## config.mk

```make
export PLATFORM = sky130hd
export DESIGN_NAME = wake_countdown_timer
export DESIGN_NICKNAME = d
export VERILOG_FILES = /design/src/rtl/wt_pkg.sv /design/src/rtl/wt_prescaler.sv /design/src/rtl/wt_counter.sv /design/src/rtl/wt_regs.sv /design/src/rtl/wake_countdown_timer.sv
export SDC_FILE = /design/constraint.sdc
export NUM_CORES = 1
export LEC_CHECK = 0
export ABC_AREA = 0
export BUFFER_PORTS_ARGS = -buffer_cell sky130_fd_sc_hd__buf_4
export CAP_MARGIN = 20
export CORE_AREA = 2 2 76 71
export DETAILED_ROUTE_END_ITERATION = 7
export DIE_AREA = 0 0 78 73
export PLACE_DENSITY = 0.8
export SLEW_MARGIN = 10
export SYNTH_ARGS = -nofsm -noshare
export SYNTH_HDL_FRONTEND = slang
export SYNTH_HIERARCHICAL = 1
export SYNTH_SLANG_ARGS = --single-unit
```

## constraint.sdc

```tcl
create_clock -name clk -period 10 [get_ports clk]
set_input_delay 1 -clock clk [delete_from_list [all_inputs] [get_ports clk]]
set_output_delay 1 -clock clk [all_outputs]
set_load 0.01 [all_outputs]
```

## src/rtl/wt_pkg.sv

```systemverilog
package wt_pkg;

  typedef enum logic [1:0] {
    REG_LOAD  = 2'd0,
    REG_CFG   = 2'd1,
    REG_COUNT = 2'd2,
    REG_STAT  = 2'd3
  } wt_reg_e;

  localparam int CFG_COARSE_BIT = 0;
  localparam int CFG_IE_BIT     = 1;
  localparam int STAT_TERM_BIT  = 0;

  typedef struct packed {
    logic coarse;
    logic ie;
  } wt_cfg_t;

endpackage

```

## src/rtl/wt_prescaler.sv

```systemverilog
module wt_prescaler #(
  parameter int DIV = 4096
) (
  input  logic clk,
  input  logic rst_n,
  input  logic tick_in,
  input  logic restart,
  input  logic coarse,
  output logic step
);

  generate
    if (DIV < 2) begin : g_bypass
      assign step = tick_in;
    end else begin : g_div
      localparam int PW = $clog2(DIV);
      localparam logic [PW-1:0] LAST = PW'(DIV - 1);

      logic [PW-1:0] phase_q;
      logic          wrap;

      assign wrap = tick_in && (phase_q == LAST);

      always_ff @(posedge clk) begin
        if (!rst_n || restart) begin
          phase_q <= '0;
        end else if (tick_in) begin
          phase_q <= wrap ? '0 : phase_q + PW'(1);
        end
      end

      assign step = coarse ? wrap : tick_in;

      // any LOAD write restarts the division phase
      p_phase_restart_r5: assert property (@(posedge clk) disable iff (!rst_n)
        restart |=> (phase_q == '0));

      // without a tick the phase holds still
      p_phase_hold_r5: assert property (@(posedge clk) disable iff (!rst_n)
        (!tick_in && !restart) |=> $stable(phase_q));
    end
  endgenerate

endmodule

```

## src/rtl/wt_counter.sv

```systemverilog
module wt_counter #(
  parameter int W = 16
) (
  input  logic         clk,
  input  logic         rst_n,
  input  logic         load,
  input  logic [W-1:0] load_val,
  input  logic         step,
  output logic [W-1:0] count,
  output logic         term
);

  logic [W-1:0] count_q;
  logic         active;

  assign active = (count_q != '0);

  always_ff @(posedge clk) begin
    if (!rst_n) begin
      count_q <= '0;
    end else if (load) begin
      count_q <= load_val;
    end else if (step && active) begin
      count_q <= count_q - W'(1);
    end
  end

  assign term  = step && !load && (count_q == W'(1));
  assign count = count_q;

  // a load always wins and lands the written value
  p_load_lands_r2: assert property (@(posedge clk) disable iff (!rst_n)
    load |=> (count == $past(load_val)));

  // one step lowers a running count by exactly one
  p_step_by_one_r4: assert property (@(posedge clk) disable iff (!rst_n)
    (!load && step && count != '0) |=> (count == $past(count) - W'(1)));

  // no step, no load, no change
  p_idle_stable_r4: assert property (@(posedge clk) disable iff (!rst_n)
    (!load && !step) |=> $stable(count));

  // zero is sticky until a load
  p_zero_sticky_r6: assert property (@(posedge clk) disable iff (!rst_n)
    (!load && count == '0) |=> (count == '0));

endmodule

```

## src/rtl/wt_regs.sv

```systemverilog
module wt_regs
  import wt_pkg::*;
#(
  parameter int W = 16
) (
  input  logic         clk,
  input  logic         rst_n,
  input  logic         bus_wr,
  input  logic [1:0]   bus_addr,
  input  logic [W-1:0] bus_wdata,
  input  logic [W-1:0] count,
  input  logic         term,
  output logic [W-1:0] bus_rdata,
  output logic         load,
  output logic [W-1:0] load_val,
  output wt_cfg_t      cfg,
  output logic         flag
);

  wt_reg_e      sel;
  logic [W-1:0] preload_q;
  wt_cfg_t      cfg_q;
  logic         flag_q;
  logic         clr;

  assign sel      = wt_reg_e'(bus_addr);
  assign load     = bus_wr && (sel == REG_LOAD);
  assign load_val = bus_wdata;
  assign clr      = bus_wr && (sel == REG_STAT) && bus_wdata[STAT_TERM_BIT];

  always_ff @(posedge clk) begin
    if (!rst_n) begin
      preload_q <= '0;
      cfg_q     <= '0;
    end else if (bus_wr) begin
      case (sel)
        REG_LOAD: preload_q <= bus_wdata;
        REG_CFG: begin
          cfg_q.coarse <= bus_wdata[CFG_COARSE_BIT];
          cfg_q.ie     <= bus_wdata[CFG_IE_BIT];
        end
        default: ;
      endcase
    end
  end

  always_ff @(posedge clk) begin
    if (!rst_n) begin
      flag_q <= 1'b0;
    end else if (term) begin
      flag_q <= 1'b1;
    end else if (clr) begin
      flag_q <= 1'b0;
    end
  end

  always_comb begin
    bus_rdata = '0;
    case (sel)
      REG_LOAD: bus_rdata = preload_q;
      REG_CFG: begin
        bus_rdata[CFG_COARSE_BIT] = cfg_q.coarse;
        bus_rdata[CFG_IE_BIT]     = cfg_q.ie;
      end
      REG_COUNT: bus_rdata = count;
      REG_STAT:  bus_rdata[STAT_TERM_BIT] = flag_q;
      default:   bus_rdata = '0;
    endcase
  end

  assign cfg  = cfg_q;
  assign flag = flag_q;

  // a terminal step always leaves the flag set, even against a clear
  p_set_wins_r8: assert property (@(posedge clk) disable iff (!rst_n)
    term |=> flag);

  // a clearing write without a terminal step drops the flag
  p_clear_r8: assert property (@(posedge clk) disable iff (!rst_n)
    (clr && !term) |=> !flag);

  // the flag holds between events
  p_flag_hold_r7: assert property (@(posedge clk) disable iff (!rst_n)
    (!term && !clr) |=> $stable(flag));

endmodule

```

## src/rtl/wake_countdown_timer.sv

```systemverilog
module wake_countdown_timer
  import wt_pkg::*;
#(
  parameter int CNT_W  = 16,
  parameter int COARSE = 4096
) (
  input  logic             clk,
  input  logic             rst_n,
  input  logic             tick_slow,
  input  logic             bus_wr,
  input  logic [1:0]       bus_addr,
  input  logic [CNT_W-1:0] bus_wdata,
  output logic [CNT_W-1:0] bus_rdata,
  output logic             irq
);

  logic             load;
  logic [CNT_W-1:0] load_val;
  logic [CNT_W-1:0] count;
  logic             term;
  logic             step;
  logic             flag;
  wt_cfg_t          cfg;

  wt_regs #(.W(CNT_W)) u_regs (
    .clk       (clk),
    .rst_n     (rst_n),
    .bus_wr    (bus_wr),
    .bus_addr  (bus_addr),
    .bus_wdata (bus_wdata),
    .count     (count),
    .term      (term),
    .bus_rdata (bus_rdata),
    .load      (load),
    .load_val  (load_val),
    .cfg       (cfg),
    .flag      (flag)
  );

  wt_prescaler #(.DIV(COARSE)) u_presc (
    .clk     (clk),
    .rst_n   (rst_n),
    .tick_in (tick_slow),
    .restart (load),
    .coarse  (cfg.coarse),
    .step    (step)
  );

  wt_counter #(.W(CNT_W)) u_cnt (
    .clk      (clk),
    .rst_n    (rst_n),
    .load     (load),
    .load_val (load_val),
    .step     (step),
    .count    (count),
    .term     (term)
  );

  assign irq = flag & cfg.ie;

  // a zero load never produces a wake event in the following cycle
  p_zero_load_quiet_r3: assert property (@(posedge clk) disable iff (!rst_n)
    (load && load_val == '0 && !flag) |=> !flag);

endmodule

```

==> summary.txt, run 1 <==
Drt
  • Routed WL per cell: 14.0 um
  • Vias per cell: 5.77
  • Routed Antenna Nets: 0
  • Residual DRC count: 0
  • Vias post-DR: 2326
  • Post-Route WL: 5630 um
  • DRT iter0 DRCs: 227
  • Drt pass-1 iters: 4

Floorplanning
  • Rows: 25
  • Die X: 78 um
  • Initial Util: 0.565
  • Chip height: 73 um
  • Core area: 5000 um2
  • Area of the die: 5690 um2
  • IO Pins: 39

Logic synthesis
  • Most frequent cell after synthesis: dfxtp_1
  • Yosys cell types: 56
  • Synth top area cells: dfxtp_1 (33%), mux2i_1 (12%), nand2_1 (6.1%), buf_4 (4.3%), o21ai_0 (3.0%)
  • Async S/R FF share, synth: 0
  • Post-synth top area share: 0.333
  • Synthesized Nets: 350
  • Top post-synthesis cells by count: dfxtp_1 (47), nand2_1 (46), mux2i_1 (34), nor2_1 (21), o21ai_0 (17)
  • Seq/Total Area, Yosys: 0.333
  • Main synth FF type: dfxtp_1
  • Synthesized flop and latch total: 47
  • Cells after synthesis: 325
  • Number of synthesized flops with an enable pin: 0
  • Synth warn: 6
  • Mapped Area: 2830 um2
  • Synth area leader: dfxtp_1
  • Post-Syn Area per Cell: 8.69 um2

Pwr
  • Worst VDD drop: 94.5 uV
  • Leak: 1.21 nW
  • Power Density: 146 nW/um2

Global route
  • Initial antenna violation count: 0
  • All-Layer GR Usage: 0.205
  • GR Util met3: 0.0446
  • Vias in the first global route: 2148
  • Largest net degree at the start of global routing: 57
  • Gr busiest metal: met2
  • Met1 Use GR: 0.254
  • Grt ovf: 0
  • Met2 Use GR: 0.358
  • Global-route wire length before repair: 9630 um

Critical path
  • CP peak stage delay: 0.87 ns
  • Worst Path Arrival: 4.13 ns
  • Reg2Reg Depth: 7
  • WS Path Type: input port to flop
  • Most frequent CP cell: or4_1
  • CP Capture Type: flop
  • Worst R2R End: u_cnt/count[15]$_SDFFE_PN0P_
  • Reg-to-reg setup timing slack: 6.31 ns
  • Worst-path cell chain: buf_4, nand3_2, o41ai_1, or4b_2, or4_1, or4_1, a31oi_1
  • Critical Path Fanout Max: 9
  • Setup crit start kind: input port
  • Cell at the slowest stage of the critical path: o41ai_1
  • Worst reg2reg path startpoint: u_presc/g_div.phase_q[0]$_SDFFE_PP0P_
  • Crit path required time: 10.23 ns

Clocking
  • Clock Latency Late Sink: 0.30 ns
  • Post-cts sizing count: 0
  • Worst-path clk slew: 0.08 ns
  • Post CTS Setup Buffer Count: 0
  • Clock Path Buffers: 2
  • Hold-fix buffers, CTS: 0
  • H-tree Lvls: 2
  • Clk sinks: 47
  • TritonCTS Buffers: 5
  • Root Buffer: clkbuf_8
  • CTS tree: built

Min path
  • Hold Path Origin: u_regs/preload_q[2]$_SDFFE_PN0P_
  • Worst hold path depth: 2
  • Worst hold path type: flop to flop
  • Min-Delay Endpoint: u_regs/preload_q[2]$_SDFFE_PN0P_

Placed design
  • IO buf count: 38
  • Dpl hpwl: 3790 um
  • Setup Slack @ Placement: 5.83 ns
  • DP Area: 2950 um2
  • GPL Wtd Cong: 0.876

Run
  • Max cap viols: 0

STA
  • Tcrit/Tclk final: 0.390
  • Tmin final: 3.90 ns
  • Slew Limit Fails: 0
  • Final Hold Viols: 0
  • Unrepaired setup endpoints after global routing: false
  • Post-route worst setup slack: 6.10 ns
  • Worst-margin pin slew: 0.888 ns
  • Setup tns final: 0 ns
  • Max Freq: 0.256 GHz
  • Endpoints failing setup: 0
  • Hold WS: 0.461 ns
  • Clock Skew: 0.00950 ns
  • Slew HR: 0.400

Run status
  • Status: complete, no violations

Finish
  • Number of diodes: 0
  • Final core occ: 0.606
  • Nets: 360
  • Share of cells above drive strength 1: 0.205
  • Design Area, Final: 3030 um2
  • Layout area overhead: 7.31%
## power breakdown
group,switching (mW),internal (mW)
Sequential,0.0180,0.200
Clock,0.0622,0.0479
Combinational,0.0605,0.0525
Total,0.141,0.301
## sequential cells by signal, indices dropped and copies added, names as in the netlist
signal,count
u_cnt/count,16
u_regs/preload_q,16
u_presc/g_div.phase_q,12
u_regs/cfg,2
u_regs/flag,1
## area by class of cell
class                   count  area (um2)
repair buffers             39         293
clock buffers               5        68.8
fillers                   453        1970
inverters                   5        18.8
well taps                  67        83.8
flip-flops and latches     47         941
multi-input cells         237        1610
clock inverters             3        15.0
## logic make-up after synthesis
logic type | Yosys count | share of synthesized area
simple gates | 135 | 0.264
compound gates | 58 | 0.144
flops | 47 | 0.333
buf+inv | 41 | 0.0988
mux | 35 | 0.128
xor+xnor | 6 | 0.0186
fa+ha+maj | 3 | 0.0133
## cell usage in the layout, fill, tap and decap left out, types with 3 or more instances in the layout
cell and instances:
nor3_1 5, o211a_1 3, dfxtp_1 47, ha_1 3, or3_1 5, a21oi_1 8
buf_4 39, xor2_1 3, clkbuf_8 5, nor2_1 21, or3b_2 4, nand2_1 46
nand3_1 5, o21ai_0 17, or4_1 9, o41ai_1 4, xnor2_1 3, inv_1 5
or4b_2 3, clkinv_2 3, o31ai_1 5, mux2i_1 34, and4_1 3, nand2b_1 9
nand4_1 5, a31oi_1 5, o22ai_1 3, nor4_1 5
## worst max-delay path, delay by kind of cell
family / cells / cell delay [ns]
AO/OA/AOI/OAI: 2 / 1.03
buffers and inverters: 1 / 0.13
AND/OR/NAND/NOR: 4 / 1.97
## metrics by stage
step           cells  power, mW
6_report         403      0.442
5_1_grt          403      0.468
3_3_place_gp     395      0.331
4_1_cts          403      0.444
3_5_place_dp     395      0.334
2_1_floorplan    325      0.309
## worst max path at each step
stage              start                            to  slack [ns]  cells past startpoint
2_1_floorplan  tick_slow  u_cnt/count[13]$_SDFFE_PN0P_        6.15                      8
3_3_place_gp   tick_slow  u_cnt/count[13]$_SDFFE_PN0P_        5.95                      7
3_5_place_dp   tick_slow  u_cnt/count[15]$_SDFFE_PN0P_        5.83                      7
4_1_cts        tick_slow  u_cnt/count[15]$_SDFFE_PN0P_        6.15                      7
5_1_grt        tick_slow  u_cnt/count[13]$_SDFFE_PN0P_        5.90                      7
6_report       tick_slow  u_cnt/count[15]$_SDFFE_PN0P_        6.10                      7
## metal layers
metal	up-vias	share of wire	wire length, um
li1	1191	-	-
met1	1094	0.47	2660
met2	35	0.48	2700
met3	6	0.037	209
met4	0	0.011	61
met5	-	0	0
No activity file was read; power rests on OpenSTA's default activity.
==> inputs of run 2 (changes only) <==
- CORE_AREA: 2 2 76 71 -> 2 2 81 75
- DIE_AREA: 0 0 78 73 -> 0 0 83 77
- PLACE_DENSITY: 0.8 -> 0.75
- clock period: 10 -> 3.1 ns (I/O delays scaled with it)
==> run 2 against run 1 <==
  * Sequential power grew to 3.2 times the previous value
  * Register-to-register slack lost 6.1 ns
  * Clock power rose to 4.3 times the previous value
  * Count of clock-buffer cells in the layout stayed put
  * Non-clock buffer count is 8 higher
  * Core utilization fell by 3.9 points
  * Clock skew grew 0.0034 ns
  * Combinational power rose to 3.4 times the previous value
  * Global-route usage decreased by 1.5 points
==> summary.txt, run 2 (synthesis gave the netlist of run 1 again) <==
Finish
  • Number of diodes: 0
  • Most frequent cells in the layout: buf_4 (47), dfxtp_1 (47), nand2_1 (46), mux2i_1 (34), nor2_1 (21)
  • Layout area overhead: 11.6%
  • Fill cell count: 514
  • Nets: 368
  • Share of cells above drive strength 1: 0.233
  • Design Area, Final: 3150 um2

Clocking
  • Clock Latency Late Sink: 0.31 ns
  • Clk sinks: 47
  • Post-cts sizing count: 0
  • TritonCTS Buffers: 5
  • H-tree Lvls: 2
  • Post CTS Setup Buffer Count: 0
  • CTS tree: built
  • Hold-fix buffers, CTS: 0
  • Root Buffer: clkbuf_8
  • Worst-path clk slew: 0.10 ns
  • Clock Path Buffers: 2

Critical path
  • Reg2Reg Depth: 7
  • Crit path from: u_presc/g_div.phase_q[0]$_SDFFE_PP0P_
  • CP Capture Type: flop
  • Worst reg2reg path startpoint: u_presc/g_div.phase_q[0]$_SDFFE_PP0P_
  • Worst-path cell chain: ha_2, nand3_2, o41ai_4, or4b_2, or4_4, or4_1, a31oi_1
  • CP endpoint: u_cnt/count[15]$_SDFFE_PN0P_
  • Worst Path Arrival: 3.16 ns
  • Critical Path Fanout Max: 8
  • CP peak stage delay: 0.64 ns
  • Setup crit start kind: flop
  • WS Path Type: flop to flop
  • Reg-to-reg setup timing slack: 0.18 ns
  • Crit path required time: 3.34 ns
  • Worst R2R End: u_cnt/count[15]$_SDFFE_PN0P_
  • Cell at the slowest stage of the critical path: or4b_2

Global route
  • Vias in the first global route: 2195
  • Largest net degree at the start of global routing: 31
  • All-Layer GR Usage: 0.190
  • Global-route wire length before repair: 10100 um
  • Initial antenna violation count: 0
  • Grt ovf: 0

Floorplanning
  • Core area: 5560 um2
  • Die X: 83 um
  • Rows: 26
  • IO Pins: 39
  • Chip height: 77 um
  • Initial Util: 0.508
  • Area of the die: 6390 um2

Pwr
  • Power Density: 495 nW/um2
  • Leak: 1.28 nW
  • Worst VDD drop: 304 uV

STA
  • Unrepaired setup endpoints after global routing: false
  • Max Freq: 0.342 GHz
  • Tmin final: 2.92 ns
  • Tcrit/Tclk final: 0.943
  • Hold WS: 0.235 ns
  • Final Hold Viols: 0
  • Endpoints failing setup: 0
  • Slew Limit Fails: 0
  • Setup tns final: 0 ns
  • Slew HR: 0.540
  • Worst-margin pin slew: 0.681 ns
  • Clock Skew: 0.0129 ns

Drt
  • Vias per cell: 5.77
  • Residual DRC count: 0
  • Routed Antenna Nets: 0
  • Post-Route WL: 5900 um
  • Drt pass-1 iters: 4
  • Routed WL per cell: 14.3 um
  • DRT iter0 DRCs: 99
  • Vias post-DR: 2389

Run
  • Max cap viols: 0

Placed design
  • Dpl hpwl: 4060 um
  • DP Area: 3020 um2
  • IO buf count: 38
  • GPL Wtd Cong: 0.830

Min path
  • Worst hold path type: input port to flop

Run status
  • Status: complete, no violations
==> run 2: final cells by class <==
class / instances / area [um2] / area share
Tap cell: 70 / 87.6 / 0.0278
Multi-Input combinational cell: 237 / 1640 / 0.519
Clock buffer: 5 / 68.8 / 0.0218
Inverter: 5 / 18.8 / 0.00595
Clock inverter: 3 / 47.5 / 0.0151
Timing Repair Buffer: 47 / 353 / 0.112
Sequential cell: 47 / 941 / 0.298
==> run 2: how the worst min path moves through the flow <==
stage	end	cells past startpoint	from
after detailed placement	u_regs/preload_q[10]$_SDFFE_PN0P_	2	u_regs/preload_q[10]$_SDFFE_PN0P_
after global placement	u_regs/preload_q[13]$_SDFFE_PN0P_	2	u_regs/preload_q[13]$_SDFFE_PN0P_
after global routing	u_presc/g_div.phase_q[1]$_SDFFE_PP0P_	2	tick_slow
after floorplan	u_regs/preload_q[0]$_SDFFE_PN0P_	2	u_regs/preload_q[0]$_SDFFE_PN0P_
after CTS	u_presc/g_div.phase_q[1]$_SDFFE_PP0P_	2	tick_slow
final	u_presc/g_div.phase_q[1]$_SDFFE_PP0P_	2	tick_slow
==> run 2: power breakdown <==
| group | switching [mW] | internal, mW |
|---|---|---|
| clock network | 0.231 | 0.245 |
| logic | 0.197 | 0.183 |
| registers | 0.0568 | 0.647 |
| total | 0.485 | 1.07 |
==> run 2: metal layers <==
metal | GRT usage | wire, um | up-vias
li1 | - | - | 1202
met1 | 0.249 | 2910 | 1138
met2 | 0.315 | 2720 | 40
met3 | 0.0323 | 180 | 9
met4 | 0.0721 | 91 | 0
met5 | 0 | 0 | -
==> run 2: critical path, delay by kind of cell, from the launching register on <==
kind	cells	cell delay, ns
simple gates	4	1.71
flops	1	0.39
compound gates	2	0.52
fa+ha+maj	1	0.22
==> run 2: metrics by stage <==
step           cells  worst slack [ns]  power [mW]  utilization
6_report         414             0.178        1.56        0.567
5_1_grt          414            0.0187        1.65        0.567
4_1_cts          414            0.0825        1.57        0.564
3_5_place_dp     406             0.120        1.09        0.543
3_3_place_gp     406             0.204        1.08        0.543
2_1_floorplan    325            0.0271       0.996            -
==> inputs of run 3 (changes only) <==
- CORE_AREA: 2 2 81 75 -> 2 2 96 88
- DIE_AREA: 0 0 83 77 -> 0 0 98 90
- MAX_ROUTING_LAYER: unset -> met4
- PLACE_DENSITY: 0.75 -> unset
==> run 3 against run 2 <==
  * Sequential power about the same
  * Clock skew decreased by 0.0020 ns
  * Design area increased by 1.0%
  * Highest routed layer is now met3
  * Non-clock buffer count unchanged
  * Combinational power hardly changed
  * Global-route usage shrank 4.4 points
==> summary.txt, run 3 (synthesis gave the netlist of run 1 again) <==
Run status
  • Status: complete, no violations

STA
  • Tmin final: 2.96 ns
  • Setup tns final: 0 ns
  • Worst-margin pin slew: 0.711 ns
  • Slew HR: 0.525
  • Tcrit/Tclk final: 0.955
  • Hold WS: 0.252 ns
  • Endpoints failing setup: 0
  • Final Hold Viols: 0
  • Unrepaired setup endpoints after global routing: false
  • Slew Limit Fails: 0
  • Clock Skew: 0.0110 ns
  • Max Freq: 0.338 GHz

Global route
  • Met1 Use GR: 0.195
  • All-Layer GR Usage: 0.147
  • Grt ovf: 0
  • GR Util met3: 0.0257
  • Vias in the first global route: 2270
  • Met2 Use GR: 0.236
  • Gr busiest metal: met2
  • Largest net degree at the start of global routing: 55
  • Initial antenna violation count: 0
  • Global-route wire length before repair: 10700 um

Floorplanning
  • Die X: 98 um
  • Initial Util: 0.359
  • Rows: 31
  • IO Pins: 39
  • Chip height: 90 um
  • Core area: 7870 um2
  • Area of the die: 8820 um2

Drt
  • Routed WL per cell: 14.0 um
  • Routed Antenna Nets: 0
  • Vias per cell: 5.39
  • Vias post-DR: 2386
  • Residual DRC count: 0
  • Post-Route WL: 6210 um
  • DRT iter0 DRCs: 104
  • Drt pass-1 iters: 5

Pwr
  • Worst VDD drop: 253 uV
  • Leak: 1.28 nW
  • Power Density: 484 nW/um2

Placed design
  • Dpl hpwl: 4340 um
  • Placed Cells: 435
  • IO buf count: 38
  • GPL Wtd Cong: 0.786

Critical path
  • Setup crit start kind: flop
  • Critical Path Fanout Max: 8
  • Worst Path Arrival: 3.18 ns
  • CP Capture Type: flop
  • Crit path required time: 3.32 ns
  • WS Path Type: flop to flop

Finish
  • Share of cells above drive strength 1: 0.233
  • Layout Cells excl Fill: 443
  • Nets: 368
  • Number of diodes: 0
  • Layout area overhead: 12.8%
  • Most frequent cells in the layout: buf_4 (47), dfxtp_1 (47), nand2_1 (46), mux2i_1 (34), nor2_1 (21)

Clocking
  • TritonCTS Buffers: 5
  • Clock Path Buffers: 2
  • Worst-path clk slew: 0.09 ns
  • Root Buffer: clkbuf_8
  • Post CTS Setup Buffer Count: 0
  • Clk sinks: 47
  • CTS tree: built
  • H-tree Lvls: 2
  • Clock Latency Late Sink: 0.30 ns

Run
  • Max cap viols: 0

Min path
  • Worst hold path type: input port to flop
run 3: cell types whose count changed in the layout (fill, tap and decap cells not counted):
cell | previous run | this run
clkinv_2 | 0 | 1
inv_6 | 1 | 0
run 3: critical path, cell delays in order (launching register included):
cell,delay [ns]
dfxtp_1,0.39
ha_2,0.22
nand3_2,0.11
o41ai_4,0.37
or4b_2,0.65
or4_4,0.48
or4_1,0.49
a31oi_1,0.17
run 3: final cells by class:
class                   count  area, um2
well taps                  99        124
inverters                   5       18.8
repair buffers             47        353
multi-input cells         237       1640
flip-flops and latches     47        941
clock inverters             3       43.8
fillers                   819       4690
clock buffers               5       68.8
run 3: where the power goes:
part | switching [mW] | internal, mW | leakage [nW]
clock network | 0.215 | 0.240 | 0.0581
logic | 0.201 | 0.184 | 0.836
registers | 0.0567 | 0.647 | 0.383
run 3: through the flow:
| stage | utilization | area (um2) | worst slack (ns) | power (mW) |
|---|---|---|---|---|
| global placement | 0.388 | 3060 | 0.180 | 1.09 |
| finish | 0.405 | 3190 | 0.139 | 1.54 |
| CTS | 0.402 | 3170 | 0.0296 | 1.56 |
| floorplan | - | 2830 | 0.0271 | 0.996 |
| global route | 0.405 | 3190 | 0.0223 | 1.64 |
| detailed placement | 0.388 | 3060 | 0.0754 | 1.10 |
run 3: what timing repair did:
item | 4_1_cts | 5_1_grt
hold buffers | 0 | 0
endpoints found under the setup margin | 0 | 3
gates resized for setup | 0 | 3
run 3: path summary, 6_finish.rpt:
check | slack (ns) | depth (start not counted) | endpoint | startpoint
worst max-delay path | 0.14 | 7 | u_cnt/count[15]$_SDFFE_PN0P_ | u_presc/g_div.phase_q[0]$_SDFFE_PP0P_
worst min-delay path | 0.25 | 2 | u_presc/g_div.phase_q[1]$_SDFFE_PP0P_ | tick_slow
worst min register to register | 0.46 | 2 | u_regs/preload_q[13]$_SDFFE_PN0P_ | u_regs/preload_q[13]$_SDFFE_PN0P_
worst max register to register | 0.14 | 7 | u_cnt/count[15]$_SDFFE_PN0P_ | u_presc/g_div.phase_q[0]$_SDFFE_PP0P_
run 3: layer usage:
layer  part of all wire  wire (um)  up-vias
met4                  0          0        0
li1                   -          -     1211
met3              0.028        173        0
met1               0.50       3120     1126
met2               0.47       2920       49
met5                  0          0        -
